$ cat config.mk
export PLATFORM = sky130hd
export DESIGN_NAME = trig_pulse_timer
export DESIGN_NICKNAME = d
export VERILOG_FILES = /design/src/rtl/tpt_pkg.sv /design/src/rtl/tpt_trig_detect.sv /design/src/rtl/tpt_prescaler.sv /design/src/rtl/tpt_regs.sv /design/src/rtl/tpt_out_stage.sv /design/src/rtl/trig_pulse_timer.sv
export SDC_FILE = /design/constraint.sdc
export NUM_CORES = 1
export LEC_CHECK = 0
export ABC_AREA = 1
export BUFFER_PORTS_ARGS = -buffer_cell sky130_fd_sc_hd__buf_2
export CAP_MARGIN = 20
export CORE_ASPECT_RATIO = 1.1
export CORE_MARGIN = 4
export CORE_UTILIZATION = 50
export DETAILED_ROUTE_END_ITERATION = 16
export GPL_ROUTABILITY_DRIVEN = 0
export PLACE_DENSITY = 0.73
export RECOVER_POWER = 25
export SKIP_LAST_GASP = 1
export SLEW_MARGIN = 20
export SYNTH_ARGS = -nofsm -noshare
export SYNTH_HDL_FRONTEND = slang
export SYNTH_SLANG_ARGS = --single-unit
$ cat constraint.sdc
create_clock -name clk -period 1.8 [get_ports clk]
set_input_delay 0.18 -clock clk [delete_from_list [all_inputs] [get_ports clk]]
set_output_delay 0.18 -clock clk [all_outputs]
set_load 0.1 [all_outputs]
$ cat src/rtl/tpt_pkg.sv
package tpt_pkg;

   localparam int unsigned TPT_ADDR_W = 3;

   typedef enum logic [TPT_ADDR_W-1:0] {
      REG_CTRL = 3'd0,
      REG_PSC  = 3'd1,
      REG_CMP  = 3'd2,
      REG_ARR  = 3'd3,
      REG_CMD  = 3'd4
   } tpt_reg_e;

   // packed: trig_fall is bit 4, one_shot is bit 0
   typedef struct packed {
      logic trig_fall;
      logic out_inv;
      logic arr_pre;
      logic cmp_pre;
      logic one_shot;
   } tpt_ctrl_t;

   localparam int unsigned TPT_CTRL_W = $bits(tpt_ctrl_t);
   localparam int unsigned TPT_CMD_UG = 0;

endpackage

$ cat src/rtl/tpt_trig_detect.sv
module tpt_trig_detect #(
   parameter int unsigned STAGES = 2
) (
   input  logic clk,
   input  logic rst_n,
   input  logic trig_in,
   input  logic fall_sel,
   output logic trig_evt
);

   generate
      if (STAGES < 2) begin : g_bad_stages
         $error("tpt_trig_detect: STAGES must be at least 2");
      end
   endgenerate

   logic [STAGES-1:0] sync_q;
   logic              last_q;
   logic              level;

   always_ff @(posedge clk or negedge rst_n) begin
      if (!rst_n) begin
         sync_q <= '0;
         last_q <= 1'b0;
      end else begin
         sync_q <= {sync_q[STAGES-2:0], trig_in};
         last_q <= sync_q[STAGES-1];
      end
   end

   assign level    = sync_q[STAGES-1];
   assign trig_evt = fall_sel ? (!level && last_q) : (level && !last_q);

endmodule

$ cat src/rtl/tpt_prescaler.sv
module tpt_prescaler #(
   parameter int unsigned PSC_W = 16
) (
   input  logic             clk,
   input  logic             rst_n,
   input  logic             run,
   input  logic             restart,
   input  logic [PSC_W-1:0] limit,
   output logic             tick
);

   logic [PSC_W-1:0] phase_q;

   assign tick = run && (phase_q >= limit);

   always_ff @(posedge clk or negedge rst_n) begin
      if (!rst_n) begin
         phase_q <= '0;
      end else if (!run || restart || tick) begin
         phase_q <= '0;
      end else begin
         phase_q <= phase_q + 1'b1;
      end
   end

endmodule

$ cat src/rtl/tpt_regs.sv
module tpt_regs
   import tpt_pkg::*;
#(
   parameter int unsigned CNT_W  = 16,
   parameter int unsigned PSC_W  = 16,
   parameter int unsigned DATA_W = 16
) (
   input  logic                  clk,
   input  logic                  rst_n,
   input  logic                  wr_en,
   input  logic [TPT_ADDR_W-1:0] wr_addr,
   input  logic [DATA_W-1:0]     wr_data,
   input  logic                  cnt_wrap,
   output tpt_ctrl_t             ctrl,
   output logic [CNT_W-1:0]      cmp_act,
   output logic [CNT_W-1:0]      arr_act,
   output logic [PSC_W-1:0]      psc_act,
   output logic                  force_upd
);

   logic [CNT_W-1:0] cmp_pend;
   logic [CNT_W-1:0] arr_pend;
   logic [PSC_W-1:0] psc_pend;
   logic             upd;
   logic             wr_ctrl, wr_psc, wr_cmp, wr_arr;

   assign wr_ctrl   = wr_en && (wr_addr == REG_CTRL);
   assign wr_psc    = wr_en && (wr_addr == REG_PSC);
   assign wr_cmp    = wr_en && (wr_addr == REG_CMP);
   assign wr_arr    = wr_en && (wr_addr == REG_ARR);
   assign force_upd = wr_en && (wr_addr == REG_CMD) && wr_data[TPT_CMD_UG];
   assign upd       = cnt_wrap || force_upd;

   always_ff @(posedge clk or negedge rst_n) begin
      if (!rst_n) begin
         ctrl <= '0;
      end else if (wr_ctrl) begin
         ctrl <= tpt_ctrl_t'(wr_data[TPT_CTRL_W-1:0]);
      end
   end

   // pending registers always capture writes
   always_ff @(posedge clk or negedge rst_n) begin
      if (!rst_n) begin
         cmp_pend <= '1;
         arr_pend <= '1;
         psc_pend <= '0;
      end else begin
         if (wr_cmp) cmp_pend <= wr_data[CNT_W-1:0];
         if (wr_arr) arr_pend <= wr_data[CNT_W-1:0];
         if (wr_psc) psc_pend <= wr_data[PSC_W-1:0];
      end
   end

   // an update copies the value pending before this edge
   always_ff @(posedge clk or negedge rst_n) begin
      if (!rst_n) begin
         cmp_act <= '1;
         arr_act <= '1;
         psc_act <= '0;
      end else begin
         if (ctrl.cmp_pre) begin
            if (upd) cmp_act <= cmp_pend;
         end else if (wr_cmp) begin
            cmp_act <= wr_data[CNT_W-1:0];
         end
         if (ctrl.arr_pre) begin
            if (upd) arr_act <= arr_pend;
         end else if (wr_arr) begin
            arr_act <= wr_data[CNT_W-1:0];
         end
         if (upd) psc_act <= psc_pend;
      end
   end

endmodule

$ cat src/rtl/tpt_out_stage.sv
module tpt_out_stage #(
   parameter int unsigned CNT_W = 16
) (
   input  logic             clk,
   input  logic             rst_n,
   input  logic [CNT_W-1:0] cnt,
   input  logic [CNT_W-1:0] cmp,
   input  logic             inv,
   output logic             pulse
);

   logic ref_lvl;

   assign ref_lvl = (cnt >= cmp);

   always_ff @(posedge clk or negedge rst_n) begin
      if (!rst_n) begin
         pulse <= 1'b0;
      end else begin
         pulse <= ref_lvl ^ inv;
      end
   end

endmodule

$ cat src/rtl/trig_pulse_timer.sv
module trig_pulse_timer
   import tpt_pkg::*;
#(
   parameter int unsigned CNT_W       = 16,
   parameter int unsigned PSC_W       = 16,
   parameter int unsigned DATA_W      = 16,
   parameter int unsigned SYNC_STAGES = 2
) (
   input  logic                  clk,
   input  logic                  rst_n,
   input  logic                  wr_en,
   input  logic [TPT_ADDR_W-1:0] wr_addr,
   input  logic [DATA_W-1:0]     wr_data,
   input  logic                  trig_in,
   output logic                  pulse_out,
   output logic [CNT_W-1:0]      cnt_out,
   output logic                  cnt_en
);

   generate
      if (CNT_W < 2) begin : g_bad_cnt
         $error("trig_pulse_timer: CNT_W must be at least 2");
      end
      if (DATA_W < CNT_W || DATA_W < PSC_W || DATA_W < TPT_CTRL_W) begin : g_bad_data
         $error("trig_pulse_timer: DATA_W too narrow for the registers");
      end
   endgenerate

   tpt_ctrl_t        ctrl;
   logic [CNT_W-1:0] cmp_act;
   logic [CNT_W-1:0] arr_act;
   logic [PSC_W-1:0] psc_act;
   logic             force_upd;
   logic             trig_evt;
   logic             tick;
   logic             cnt_wrap;
   logic [CNT_W-1:0] cnt_q;
   logic             en_q;

   tpt_trig_detect #(.STAGES(SYNC_STAGES)) u_trig (
      .clk      (clk),
      .rst_n    (rst_n),
      .trig_in  (trig_in),
      .fall_sel (ctrl.trig_fall),
      .trig_evt (trig_evt)
   );

   tpt_regs #(.CNT_W(CNT_W), .PSC_W(PSC_W), .DATA_W(DATA_W)) u_regs (
      .clk       (clk),
      .rst_n     (rst_n),
      .wr_en     (wr_en),
      .wr_addr   (wr_addr),
      .wr_data   (wr_data),
      .cnt_wrap  (cnt_wrap),
      .ctrl      (ctrl),
      .cmp_act   (cmp_act),
      .arr_act   (arr_act),
      .psc_act   (psc_act),
      .force_upd (force_upd)
   );

   tpt_prescaler #(.PSC_W(PSC_W)) u_psc (
      .clk     (clk),
      .rst_n   (rst_n),
      .run     (en_q),
      .restart (force_upd),
      .limit   (psc_act),
      .tick    (tick)
   );

   assign cnt_wrap = tick && (cnt_q >= arr_act);

   always_ff @(posedge clk or negedge rst_n) begin
      if (!rst_n) begin
         cnt_q <= '0;
      end else if (force_upd) begin
         cnt_q <= '0;
      end else if (tick) begin
         cnt_q <= cnt_wrap ? '0 : cnt_q + 1'b1;
      end
   end

   always_ff @(posedge clk or negedge rst_n) begin
      if (!rst_n) begin
         en_q <= 1'b0;
      end else if (!en_q) begin
         if (trig_evt) en_q <= 1'b1;
      end else if (cnt_wrap && ctrl.one_shot) begin
         en_q <= 1'b0;
      end
   end

   tpt_out_stage #(.CNT_W(CNT_W)) u_out (
      .clk   (clk),
      .rst_n (rst_n),
      .cnt   (cnt_q),
      .cmp   (cmp_act),
      .inv   (ctrl.out_inv),
      .pulse (pulse_out)
   );

   assign cnt_out = cnt_q;
   assign cnt_en  = en_q;

endmodule

; ---- Word-level counts from Yosys, hierarchy flattened
; Cells that the tools add are included.
[classes]
bitwise = 1
n_mux = 14
n_lt_le_gt_ge = 3
n_addsub = 2
reduce_logical = 23
eq_ne = 6
[ops]
columns = cell, n
row1 = 16-bit 2-to-1 mux, 10
row2 = 16-bit greater-or-equal comparator, 3
row3 = 16-bit by 1-bit adder with 16-bit output (second input constant), 2
row4 = 1-bit logical AND, 11
row5 = 3-bit by 2-bit == test with 1-bit output (second input constant), 2
row6 = 2-bit nonzero test, 3
row7 = 1-bit 2-to-1 mux, 4
row8 = 2-bit inequality test (second input constant), 2
row9 = 2-bit AND reduction, 2
row10 = 3-bit by 1-bit == test with 1-bit output (second input constant), 1
row11 = 3-bit == test (second input constant), 1
row12 = 1-bit logical NOT, 3
row13 = 3-bit logical NOT, 1
row14 = 1-bit logical OR, 3
row15 = 1-bit bitwise XOR, 1
[totals]
word_cells = 66
output_inout_bits = 18
regBits = 138
in_bits = 23

; ---- Logic depth before layout (Yosys ltp)
[logic_depth]
depth_word = 6
ltp_mapped = 17
ltp_nobuf = 17

; ---- Cells and area by module
; From an unflattened synthesis, not the netlist that was laid out.
[hier_totals]
hier_cells = 951
area_unflattened_um2 = 7646.1
[by_module_without_submodules]
columns = mod, seq_area_each_um2, area_each_um2, cells_each, n_inst
row1 = tpt_regs, 2607.5, 4261.6, 481, 1
row2 = trig_pulse_timer, 425.4, 1530.2, 220, 1
row3 = tpt_prescaler, 400.4, 1272.5, 167, 1
row4 = tpt_out_stage, 25.0, 481.7, 74, 1
row5 = tpt_trig_detect, 75.1, 100.1, 9, 1

; ---- Least setup slack after synthesis
; No wires, ideal clock.
[synth_path]
path_kind = register to register
from = register cnt_q[0], in the netlist cnt_out[0]
to = register en_q, in the netlist cnt_en
setup_ns = 0.166
required_ns = 1.634
stages_incl_launch_ff = 16
path_buffers = 1
synth_period_minus_slack_ns = 2.560
arrival_time_ns = 2.394
path_slack_ns = -0.760
cell_sequence = dfrtp_1 inv_1 ha_1 inv_1 nand2_1 nand2_1 nand2_1 nand2_1 nand2_1 nand2_1 nand2_1 nand3_1 nand3_2 buf_2 o21ai_0 o31ai_1
[synth_via]
elab_chain_cells = 5
[synth_rtl]
columns = item, line_no
row1 = start: declaration, trig_pulse_timer.sv:37  ; logic [CNT_W-1:0] cnt_q;
row2 = start signal: assignment, trig_pulse_timer.sv:79  ; cnt_q <= cnt_wrap ? '0 : cnt_q + 1'b1;
row3 = 16-bit greater-or-equal comparator, trig_pulse_timer.sv:71  ; assign cnt_wrap = tick && (cnt_q >= arr_act);
row4 = 1-bit logical AND, trig_pulse_timer.sv:71
row5 = 1-bit logical AND, trig_pulse_timer.sv:88  ; end else if (cnt_wrap && ctrl.one_shot) begin
row6 = 1-bit 2-to-1 mux, trig_pulse_timer.sv:88
row7 = 1-bit 2-to-1 mux, trig_pulse_timer.sv:86  ; end else if (!en_q) begin
row8 = end signal: assignment, trig_pulse_timer.sv:85  ; en_q <= 1'b0;
row9 = end signal: assignment, trig_pulse_timer.sv:87  ; if (trig_evt) en_q <= 1'b1;
row10 = end signal: assignment, trig_pulse_timer.sv:89  ; en_q <= 1'b0;
row11 = end: declaration, trig_pulse_timer.sv:38  ; logic en_q;
; Every way passes these cells.
; A chain may end at the register's enable or synchronous reset.

; ---- Worst setup path in the final report
[layout_path]
from = register u_regs.arr_act[9]
to = register u_regs.psc_act[0]
[layout_via]
elab_chain_cells = 3
[layout_rtl]
columns = item, line_no
row1 = start: declaration, tpt_regs.sv:16  ; output logic [CNT_W-1:0] arr_act,
row2 = start signal: assignment, tpt_regs.sv:68  ; if (upd) arr_act <= arr_pend;
row3 = start signal: assignment, tpt_regs.sv:70  ; arr_act <= wr_data[CNT_W-1:0];
row4 = 16-bit greater-or-equal comparator, trig_pulse_timer.sv:71
row5 = 1-bit logical AND, trig_pulse_timer.sv:71
row6 = 1-bit logical OR, tpt_regs.sv:32  ; assign upd = cnt_wrap || force_upd;
row7 = end signal: assignment, tpt_regs.sv:72  ; if (upd) psc_act <= psc_pend;
row8 = end: declaration, tpt_regs.sv:17  ; output logic [PSC_W-1:0] psc_act,
; Every way passes these cells.

==> flow_metrics.tcl <==
set metrics [dict create \
    critical_path.max_stage_delay_ns 0.53 \
    syn-num-nets 971 \
    cp-end-kind "register" \
    vdd_drop_max_uv 785.6 \
    start_kind "register" \
    cap_violations 0 \
    synth.largest_area_cell "dfrtp_1" \
    post-synth-top-count-cell "nand2_1" \
    p_leak_nw 4.705 \
    core_area_sq_um 14450 \
    drv_slew 0 \
    reg2reg_slack_ns -0.41 \
    yosysSeqAreaShare_pct 47.76 \
    startpoint "u_regs.arr_act[9]" \
    min_period_ns 2.211 \
    synth_cell_types 33 \
    yosysWarnings 0 \
    path_max_fanout 6 \
    ios 41 \
    period_share_pct 122.8 \
    r2r-start "u_regs.arr_act[9]" \
    via_per_inst 5.320 \
    wl_um 19680 \
    clk_latency_ns 0.43 \
    grt_pass1_wl_um 29930 \
    drtIter0Drc 507 \
    start_util_pct 51.21 \
    critPathMostFrequentCell "nand2_1" \
    cts_buffer_depth 2 \
    ys_ff_latch 138 \
    max_slew_margin_pct 19.13 \
    antenna_cells 0 \
    total_power_mw 13.22 \
    tightest_slew_ns 1.213 \
    die_x_um 124.0 \
    rows 46 \
    finalSetupViolations 81 \
    hold_path.class "in2reg" \
    crit_family "simple AND/OR/NAND/NOR gates" \
    grt_max_degree 51 \
    drive_gt1_share_pct 36.90 \
    die_y_um 135.6 \
    antenna_found_initial 0 \
    place_ws_ns -0.2856 \
    placement.io_buffers 40 \
    area_growth_pct 32.93 \
    ant_nets 0 \
    via_count 6442 \
    fp.dieArea_sq_um 16810 \
    synthArstFlopShare_pct 100.0 \
    r2r_end "u_regs.psc_act[0]" \
    worstSetupPathDepth 13 \
    violations "negative setup slack" \
    cts_tree "yes" \
    pwr_density_cell_nw_per_um2 1344 \
    grt-ovfl-total 0 \
    clock_sinks 138 \
    worstPathCellList "inv_1 > ha_1 > nand2_1 > nand2_1 > nand2_1 > a21oi_2 > nor2_2 > nand3_2 > nand3_4 > nand2_8 > clkinvlp_4 > nand2_2 > nand2_1" \
    numCtsBuffers 17 \
    status "finished, violations left" \
    finalSetupTns_ns -25.90 \
    ys.flop_type "dfrtp_1" \
    worst-setup-path-type "reg2reg" \
    syn_area_per_cell_sq_um 8.239 \
    endpoint "u_regs.psc_act[0]" \
    drc_errors 0 \
    arrival_ns 2.53 \
    cts-root-buf "clkbuf_16" \
    h-tree-depth 4 \
    grt_setup_unrepaired "yes" \
    fmax_ghz 0.4523 \
    synth_edf_count 0 \
    path_buf_inv 2 \
    wl_per_cell_um 16.25 \
    slowest_stage "dfstp_2" \
    ys_top_cells_by_count "nand2_1 (255), o21ai_0 (116), inv_1 (115)" \
    grt_pass1_vias 6266 \
    clock_skew_ns 0.006772 \
    syn-cell-area_sq_um 7398 \
    finalNetCount 1079 \
    ff2ff_path_depth 13 \
    grt.total_usage_pct 22.77 \
    dp_hpwl_um 12070 \
    required_ns 2.12 \
    hold_viol 0 \
    yosysTopAreaCellShare_pct 25.03 \
    dr.pass1.iters 5 \
    synthCells 898 \
    cts.clk_slew.worst_paths_ns 0.06 \
    synth_area_leaders "dfrtp_1 (25%), dfstp_2 (23%), nand2_1 (13%)" \
    fin_ws_ns -0.4110 \
]
-- routing by layer --
| metal | GRT usage [%] | vias up | wire (um) |
|---|---|---|---|
| met5 | 0 | - | 0 |
| met4 | 7.060 | 0 | 532 |
| met3 | 4.804 | 52 | 887 |
| met2 | 38.92 | 191 | 10170 |
| met1 | 28.83 | 3081 | 8091 |
| li1 | - | 3118 | - |
-- how the worst min path moves through the flow --
stage | startpoint | to | slack (ns) | cells after the start
floorplan | rst_n | cnt_en | -0.12 | 0
global placement | rst_n | u_out.pulse | 0.13 | 1
detailed placement | rst_n | u_out.pulse | 0.13 | 1
CTS | wr_data[8] | u_regs.arr_pend[8] | 0.08 | 3
global route | wr_data[11] | u_regs.cmp_pend[11] | 0.09 | 3
finish | wr_data[11] | u_regs.cmp_pend[11] | 0.08 | 3
-- worst reg2reg max path: stages, from the launching register on --
cell	delay (ns)
dfstp_2	0.53
inv_1	0.04
ha_1	0.31
nand2_1	0.08
nand2_1	0.08
nand2_1	0.07
a21oi_2	0.15
nor2_2	0.06
nand3_2	0.10
nand3_4	0.15
nand2_8	0.15
clkinvlp_4	0.18
nand2_2	0.14
nand2_1	0.06
-- logic make-up (layout without fill, tap and decap cells) --
family	Yosys count	in the layout	synth area share [%]
simple gates	399	400	23.52
compound gates	151	151	10.59
buf+inv	146	266	8.016
flops	138	138	47.76
fa+ha+maj	50	50	8.456
xor+xnor	14	14	1.657
-- repair_timing --
| item | in CTS | in global routing |
|---|---|---|
| pin swaps | 23 | 41 |
| endpoints found under the hold margin | 30 | 0 |
| setup buffers | 3 | 5 |
| gates cloned | 3 | 3 |
| resized for setup | 85 | 95 |
| hold buffers | 2 | 0 |
| setup endpoints to repair | 82 | 82 |
-- area by class of cell --
| cell class | count | area (sq um) |
|---|---|---|
| Inverter | 115 | 435.4 |
| Sequential cell | 138 | 3586 |
| Tap cell | 192 | 240.2 |
| Clock inverter | 10 | 65.06 |
| Clock buffer | 22 | 496.7 |
| Timing Repair Buffer | 119 | 1001 |
| Fill cell | 1094 | 4612 |
| Multi-Input combinational cell | 615 | 4010 |
-- through the flow --
step	util (%)	area [sq um]	hold slack (ns)	std cells
2_1_floorplan	-	7550	-0.1156	898
3_3_place_gp	58.14	8399	0.1314	1165
3_5_place_dp	58.14	8399	0.1332	1165
4_1_cts	65.04	9395	0.07648	1205
5_1_grt	68.08	9834	0.09483	1211
6_report	68.08	9834	0.08043	1211
-- placed cells by master, fill, tap and decap left out, types with 21 or more instances in the layout --
cell / n
nor2_1: 28
buf_2: 38
inv_1: 101
nand2_1: 219
ha_1: 32
nand3_2: 28
dfstp_2: 64
nand3_1: 24
o21ai_0: 86
dfrtp_1: 58
nand2_2: 30
clkbuf_16: 21
buf_4: 54
-- where the power goes --
group	internal, mW	leakage (nW)	switching, mW
logic	1.98	2.83	3.15
clock network	1.95	0.268	1.35
registers	4.26	1.61	0.532
-- state kept, by name (all words and copies together) (netlist names), 16 cells and up --
register / cells
cnt_out: 16
u_psc.phase_q: 16
u_regs.arr_act: 16
u_regs.arr_pend: 16
u_regs.cmp_act: 16
u_regs.cmp_pend: 16
u_regs.psc_act: 16
u_regs.psc_pend: 16
(Power assumes the default switching activity.)
